$ cat src/rtl/adc_seq_pkg.sv
`timescale 1ns/1ps
package adc_seq_pkg;
  typedef enum logic [1:0] {
    ST_IDLE = 2'd0,
    ST_REQ  = 2'd1,
    ST_WAIT = 2'd2
  } seq_state_e;
endpackage

$ cat src/rtl/adc_seq_engine.sv
`timescale 1ns/1ps
module adc_seq_engine
  import adc_seq_pkg::*;
#(
  parameter int PTR_W = 4
) (
  input  logic             clk,
  input  logic             rst_n,
  input  logic             clr,
  input  logic             enable,
  input  logic             start,
  input  logic             rewind,
  input  logic [PTR_W-1:0] last_rel,
  input  logic [PTR_W-1:0] sess_len,
  input  logic             loop_en,
  input  logic             full_wrap,
  input  logic             gnt,
  input  logic             done,
  output logic             req,
  output logic [PTR_W-1:0] rel,
  output logic             busy,
  output logic             eos
);
  seq_state_e       state_q;
  logic [PTR_W-1:0] rel_q, cnt_q;
  logic             pend_q, eos_q;

  // pointer step inside the sequencer's own range
  function automatic logic [PTR_W-1:0] step_ptr(input logic [PTR_W-1:0] p,
                                                input logic [PTR_W-1:0] top);
    return (p == top) ? '0 : p + 1'b1;
  endfunction

  logic [PTR_W-1:0] rel_inc;
  logic             last_conv;
  assign rel_inc   = step_ptr(rel_q, last_rel);
  assign last_conv = (cnt_q == sess_len);

  always_ff @(posedge clk or negedge rst_n) begin
    if (!rst_n) begin
      state_q <= ST_IDLE;
      rel_q   <= '0;
      cnt_q   <= '0;
      pend_q  <= 1'b0;
      eos_q   <= 1'b0;
    end else if (clr || !enable || rewind) begin
      state_q <= ST_IDLE;
      rel_q   <= '0;
      cnt_q   <= '0;
      pend_q  <= 1'b0;
      eos_q   <= 1'b0;
    end else begin
      eos_q <= 1'b0;
      if (start && state_q != ST_IDLE) pend_q <= 1'b1;
      case (state_q)
        ST_IDLE: if (start) begin
          state_q <= ST_REQ;
          cnt_q   <= '0;
        end
        ST_REQ: if (gnt) state_q <= ST_WAIT;
        ST_WAIT: if (done) begin
          if (!last_conv) begin
            rel_q   <= rel_inc;
            cnt_q   <= cnt_q + 1'b1;
            state_q <= ST_REQ;
          end else begin
            eos_q   <= 1'b1;
            cnt_q   <= '0;
            pend_q  <= 1'b0;
            rel_q   <= (loop_en && !full_wrap) ? '0 : rel_inc;
            state_q <= (loop_en || pend_q || start) ? ST_REQ : ST_IDLE;
          end
        end
        default: state_q <= ST_IDLE;
      endcase
    end
  end

  assign req  = (state_q == ST_REQ);
  assign busy = (state_q != ST_IDLE);
  assign rel  = rel_q;
  assign eos  = eos_q;
endmodule

$ cat src/rtl/adc_seq_arb.sv
`timescale 1ns/1ps
module adc_seq_arb #(
  parameter int N_REQ = 2
) (
  input  logic             free,
  input  logic [N_REQ-1:0] req,
  output logic [N_REQ-1:0] gnt
);
  // fixed priority, lowest index wins; only grants while converter is free
  always_comb begin
    gnt = '0;
    for (int i = N_REQ - 1; i >= 0; i--) begin
      if (free && req[i]) begin
        gnt    = '0;
        gnt[i] = 1'b1;
      end
    end
  end
endmodule

$ cat src/rtl/adc_seq_results.sv
`timescale 1ns/1ps
module adc_seq_results #(
  parameter int NUM_SLOTS = 16,
  parameter int RES_W     = 16,
  localparam int IDX_W    = $clog2(NUM_SLOTS)
) (
  input  logic             clk,
  input  logic             rst_n,
  input  logic             clr,
  input  logic             we,
  input  logic [IDX_W-1:0] widx,
  input  logic [RES_W-1:0] wdata,
  input  logic [IDX_W-1:0] ridx,
  output logic [RES_W-1:0] rdata
);
  logic [RES_W-1:0] bank_q [NUM_SLOTS];

  for (genvar g = 0; g < NUM_SLOTS; g++) begin : g_slot
    always_ff @(posedge clk or negedge rst_n) begin
      if (!rst_n)                            bank_q[g] <= '0;
      else if (clr)                          bank_q[g] <= '0;
      else if (we && widx == IDX_W'(g))      bank_q[g] <= wdata;
    end
  end

  assign rdata = bank_q[ridx];
endmodule

$ cat src/rtl/adc_seq_ctrl.sv
`timescale 1ns/1ps
module adc_seq_ctrl #(
  parameter int NUM_SLOTS = 16,
  parameter int CH_W      = 4,
  parameter int DATA_W    = 12,
  parameter int RES_W     = 16,
  localparam int SLOT_W   = $clog2(NUM_SLOTS),
  localparam int HALF     = NUM_SLOTS / 2
) (
  input  logic                      clk,
  input  logic                      rst_n,
  input  logic                      soft_rst,
  input  logic                      chain_mode,
  input  logic                      loop_en,
  input  logic                      full_wrap,
  input  logic [SLOT_W-1:0]         sess_len_a,
  input  logic [SLOT_W-2:0]         sess_len_b,
  input  logic [NUM_SLOTS*CH_W-1:0] chan_table,
  input  logic                      trig_a,
  input  logic                      trig_b,
  input  logic                      clr_a,
  input  logic                      clr_b,
  input  logic                      conv_done,
  input  logic [DATA_W-1:0]         conv_data,
  output logic                      conv_start,
  output logic [CH_W-1:0]           conv_chan,
  output logic                      res_we,
  output logic [SLOT_W-1:0]         res_idx,
  output logic [RES_W-1:0]          res_data,
  input  logic [SLOT_W-1:0]         rd_idx,
  output logic [RES_W-1:0]          rd_data,
  output logic                      eos_a,
  output logic                      eos_b,
  output logic                      busy_a,
  output logic                      busy_b
);
  localparam int NSEQ = 2;

  function automatic logic [RES_W-1:0] ljust(input logic [DATA_W-1:0] d);
    return {d, {(RES_W - DATA_W){1'b0}}};
  endfunction

  // soft reset is registered and self-clears after one cycle
  logic soft_q;
  always_ff @(posedge clk or negedge rst_n) begin
    if (!rst_n) soft_q <= 1'b0;
    else        soft_q <= soft_rst;
  end

  // per-sequencer configuration
  logic [SLOT_W-1:0] last_rel [NSEQ];
  logic [SLOT_W-1:0] len_sel  [NSEQ];
  logic [SLOT_W-1:0] rel      [NSEQ];
  logic [SLOT_W-1:0] slot_of  [NSEQ];
  logic [NSEQ-1:0]   trig_v, clr_v, en_v, req_v, gnt_v, done_v, busy_v, eos_v;

  assign last_rel[0] = chain_mode ? SLOT_W'(NUM_SLOTS - 1) : SLOT_W'(HALF - 1);
  assign last_rel[1] = SLOT_W'(HALF - 1);
  assign len_sel[0]  = chain_mode ? sess_len_a : {1'b0, sess_len_a[SLOT_W-2:0]};
  assign len_sel[1]  = {1'b0, sess_len_b};
  assign trig_v      = {trig_b, trig_a};
  assign clr_v       = {clr_b, clr_a};
  assign en_v        = {~chain_mode, 1'b1};

  // converter ownership
  logic              cbusy_q, owner_q;
  logic [SLOT_W-1:0] oslot_q;
  logic              conv_free, conv_fin, any_gnt;
  logic [SLOT_W-1:0] gslot;

  assign conv_free = ~cbusy_q;
  assign conv_fin  = cbusy_q & conv_done;
  assign any_gnt   = |gnt_v;
  assign gslot     = gnt_v[0] ? slot_of[0] : slot_of[1];

  for (genvar s = 0; s < NSEQ; s++) begin : g_seq
    assign slot_of[s] = rel[s] + SLOT_W'(s * HALF);
    assign done_v[s]  = conv_fin & (owner_q == s[0]);
    adc_seq_engine #(.PTR_W(SLOT_W)) u_eng (
      .clk       (clk),
      .rst_n     (rst_n),
      .clr       (soft_q),
      .enable    (en_v[s]),
      .start     (trig_v[s]),
      .rewind    (clr_v[s]),
      .last_rel  (last_rel[s]),
      .sess_len  (len_sel[s]),
      .loop_en   (loop_en),
      .full_wrap (full_wrap),
      .gnt       (gnt_v[s]),
      .done      (done_v[s]),
      .req       (req_v[s]),
      .rel       (rel[s]),
      .busy      (busy_v[s]),
      .eos       (eos_v[s])
    );
  end

  adc_seq_arb #(.N_REQ(NSEQ)) u_arb (
    .free (conv_free),
    .req  (req_v),
    .gnt  (gnt_v)
  );

  logic            start_q, we_q;
  logic [CH_W-1:0] chan_q;
  logic [SLOT_W-1:0] widx_q;
  logic [RES_W-1:0]  wdat_q;

  always_ff @(posedge clk or negedge rst_n) begin
    if (!rst_n) begin
      cbusy_q <= 1'b0;
      owner_q <= 1'b0;
      oslot_q <= '0;
      start_q <= 1'b0;
      chan_q  <= '0;
      we_q    <= 1'b0;
      widx_q  <= '0;
      wdat_q  <= '0;
    end else if (soft_q) begin
      cbusy_q <= 1'b0;
      owner_q <= 1'b0;
      oslot_q <= '0;
      start_q <= 1'b0;
      we_q    <= 1'b0;
    end else begin
      start_q <= any_gnt;
      we_q    <= conv_fin;
      if (any_gnt) begin
        cbusy_q <= 1'b1;
        owner_q <= gnt_v[1];
        oslot_q <= gslot;
        chan_q  <= chan_table[int'(gslot) * CH_W +: CH_W];
      end else if (conv_fin) begin
        cbusy_q <= 1'b0;
      end
      if (conv_fin) begin
        widx_q <= oslot_q;
        wdat_q <= ljust(conv_data);
      end
    end
  end

  adc_seq_results #(.NUM_SLOTS(NUM_SLOTS), .RES_W(RES_W)) u_res (
    .clk   (clk),
    .rst_n (rst_n),
    .clr   (soft_q),
    .we    (conv_fin),
    .widx  (oslot_q),
    .wdata (ljust(conv_data)),
    .ridx  (rd_idx),
    .rdata (rd_data)
  );

  assign conv_start = start_q;
  assign conv_chan  = chan_q;
  assign res_we     = we_q;
  assign res_idx    = widx_q;
  assign res_data   = wdat_q;
  assign eos_a      = eos_v[0];
  assign eos_b      = eos_v[1];
  assign busy_a     = busy_v[0];
  assign busy_b     = busy_v[1];
endmodule

$ cat config.mk
export PLATFORM = sky130hd
export DESIGN_NAME = adc_seq_ctrl
export DESIGN_NICKNAME = d
export VERILOG_FILES = /design/src/rtl/adc_seq_pkg.sv /design/src/rtl/adc_seq_engine.sv /design/src/rtl/adc_seq_arb.sv /design/src/rtl/adc_seq_results.sv /design/src/rtl/adc_seq_ctrl.sv
export SDC_FILE = /design/constraint.sdc
export NUM_CORES = 1
export LEC_CHECK = 0
export ABC_AREA = 1
export CAP_MARGIN = 20
export CORE_ASPECT_RATIO = 2
export CORE_UTILIZATION = 49
export DETAILED_ROUTE_END_ITERATION = 8
export DONT_BUFFER_PORTS = 1
export PLACE_DENSITY = 0.68
export SLEW_MARGIN = 15
export SYNTH_ARGS = -nofsm -noshare
export SYNTH_HDL_FRONTEND = slang
export SYNTH_SLANG_ARGS = --single-unit
export TNS_END_PERCENT = 1
$ cat constraint.sdc
create_clock -name clk -period 2 [get_ports clk]
set_input_delay 0.4 -clock clk [delete_from_list [all_inputs] [get_ports clk]]
set_output_delay 0.4 -clock clk [all_outputs]
set_load 0.005 [all_outputs]
==> results.cfg <==
[status]
outcome = finished, violations left
violations = hold timing, setup timing

[route]
top_layer = met4
antenna_left = 0
vias_per_cell = 5.50
drc = 0
drt_iter0_drc = 897
vias = 10531
wl_met2_um = 19400
wl_um = 35600
first_pass_iters = 6
wl_met3_um = 2060
wl_met1_um = 12700
routedWlPerCell_um = 18.6

[setup_path]
arrival_ns = 1.67
cp_max_fo = 2
critical_path_class = register to primary output
start_kind = register
critPathCaptureType = primary output
required_ns = 1.60

[power]
pwr-share-comb_pct = 12.0
p_switching_w = 0.00305
vdd_drop_max_mv = 0.656
pwr-share-seq_pct = 49.8
p_leak_nw = 6.36
power_frac_clock_pct = 38.1
p_int_w = 0.00831
p_total_w = 0.0114
powerDensity_nw_per_um2 = 829
sw_frac_of_total_pct = 26.8

[synthesis]
synth_compound_area_share_pct = 19.9
yosys_warnings = 0
synth_ff_type = dfrtp_1
synthSimpleGateAreaFrac_pct = 18.4
synth-seq-area-share_pct = 49.3
synthCells = 1569
netlist_top_cells_area = dfrtp_1, o21ai_0, nand2_1
avgSynthCellArea_um2 = 7.92
synth_fa_ha_area_share_pct = 0.403
syn-cell-area_um2 = 12400
synth-xor-area-share_pct = 0.634
synth.area.mux_share_pct = 1.36
ys_ff_latch = 245
synth-edff-count = 0
async_flop_share_pct = 100
synth_top_area_cell = dfrtp_1
synth_top_area_share_pct = 49.3
yosys.cell_types.count = 48
synth_top_family_by_area = compound AO/OA/AOI/OAI gates

[floorplanning]
die_x_um = 115
start_util_pct = 49.8
row_count = 82
core_area_um2 = 24900
dieArea_um2 = 26000
die_h_um = 227
io-pin-count = 144

[clock_tree]
clkTransAtPathRegs_ns = 0.07
clock_sinks = 245
cts_buffers = 23
htreeDepth = 1
clock-root-buffer = clkbuf_16
cts_tree = yes
cts_hold_buffers = 2
clock_path_buffers = 3
clock_latency_ns = 0.53

[sta]
final.setup.tns_ns = -0.167
fin_hold_ws_ns = -0.432
worst_slew_pin_slew_ns = 0.886
rsz0062_at_grt = yes
slew_headroom_pct = 41.0
fin_ws_ns = -0.0681
max_freq_mhz = 484
fin_crit_ns = 2.07
finalCritPeriodShare_pct = 103
hold_viol = 245
finClkSkew_ns = 0.0152
slew_violations = 0
setup_viol_count_final = 4

[cells_and_area]
final_nets = 1667
syn_to_final_growth_pct = 10.2
fin_cells = 1913
design_area_um2 = 13700
diodes = 0
drive_above_1_share_pct = 9.64

[global_routing]
antenna_found_initial = 0
grt_use_total_pct = 28.4
grt_start_max_net_pins = 246
grt_pass1_vias = 10297
globalRoute.totalOverflow = 0
grt_pass1_wl_um = 55900

[min_path]
hold_class = input pin to async pin

[job]
max_cap_viol_count = 0

[place]
dpl.hpwl_um = 24700
dpl_cell_area_um2 = 12800
pre_cts_slack_ns = 0.117
portBuffers = 0
place.gp.congestion = 0.845
dp.cells = 1872
[cell usage in the layout (no fill, tap or decap), types with 10 or more instances in the layout]
cell type and count:
buf_4 47, clkbuf_16 23, o211ai_1 12, a21oi_1 83, dfrtp_1 245, nand3_1 86, o21ai_1 22, nor2_1 57
inv_1 206, o21ai_0 292, nand2_1 338, o22ai_1 10, nand3b_1 11
[metal layers]
| metal | GRT usage (%) | up-vias |
|---|---|---|
| li1 | - | 5083 |
| met1 | 30.7 | 5014 |
| met2 | 53.7 | 358 |
| met3 | 4.02 | 76 |
| met4 | 13.2 | 0 |
| met5 | 0 | - |
[cells in the mapped netlist (all sizes together), types with 2 or more instances]
master / count
nand2: 348
o21ai: 325
dfrtp: 245
inv: 214
nand3: 88
a21oi: 86
nor2: 64
clkbuf: 51
buf: 37
o221ai: 13
o211ai: 12
o22ai: 12
nand3b: 11
nor3: 10
mux2i: 9
mux2: 7
nand4: 5
xnor2: 5
ha: 4
xor2: 4
a31oi: 3
o31ai: 3
or2: 3
clkinv: 2
nor3b: 2
[power groups by stage]
stage | Sequential [W] | Clock [W] | Combinational (W)
floorplan | 0.00565 | 0 | 0.00100
global route | 0.00570 | 0.00461 | 0.00154
global placement | 0.00574 | 0 | 0.00129
finish | 0.00566 | 0.00433 | 0.00137
CTS | 0.00566 | 0.00440 | 0.00135
detailed placement | 0.00575 | 0 | 0.00132
[layout make-up]
class / count / area (µm²)
inverters: 216 / 811
clock inverters: 8 / 98.8
well taps: 336 / 420
clock buffers: 29 / 618
flip-flops and latches: 245 / 6130
multi-input cells: 1027 / 5180
repair buffers: 52 / 433
fillers: 2358 / 11200
[worst max-delay path: stages (launching register included)]
cell,delay (ns)
dfrtp_1,0.39
mux2i_2,0.20
o21ai_1,0.11
o22ai_2,0.18
o21ai_2,0.12
buf_4,0.14
[registers in the layout, indices dropped and copies added, names as in the netlist]
name	flops
res_idx	4
owner_q	1
g_seq.u_eng.state_q	4
conv_chan	4
u_res.bank_q	192
cbusy_q	1
g_seq.u_eng.eos	2
soft_q	1
res_data	12
g_seq.u_eng.rel	8
res_we	1
conv_start	1
g_seq.u_eng.pend_q	2
oslot_q	4
g_seq.u_eng.cnt_q	8
[kinds of logic after synthesis]
kind of cell,Yosys count
simple gates,534
compound gates,456
buf+inv,304
flops,245
mux,16
xor+xnor,9
fa+ha+maj,4
other cells,1
[per-stage QoR]
step | hold slack, ns | util [%]
after global routing | -0.449 | 54.9
after floorplan | 0.104 | -
final | -0.432 | 54.9
after detailed placement | 0.113 | 51.5
after global placement | 0.111 | 51.5
after CTS | -0.449 | 54.7
[worst paths after layout]
kind | startpoint | end | slack [ns] | cells past startpoint
setup reg to reg | cbusy_q | u_res.bank_q[44] | 0.17 | 7
hold / removal | rst_n | res_data[14] | -0.43 | 0
min in group clk | conv_data[9] | res_data[13] | 0.04 | 2
max in group asynchronous | rst_n | g_seq[1].u_eng.pend_q | 1.71 | 0
setup / recovery | u_res.bank_q[158] | rd_data[14] | -0.07 | 5
hold reg to reg | u_res.bank_q[22] | u_res.bank_q[22] | 0.48 | 2
[timing repair]
item | CTS | global route
resized for setup | 17 | 19
setup endpoints to repair | 11 | 12
pin swaps | 2 | 7
setup buffers | 1 | 1
endpoints found under the hold margin | 247 | 245
(Power assumes the default switching activity.)
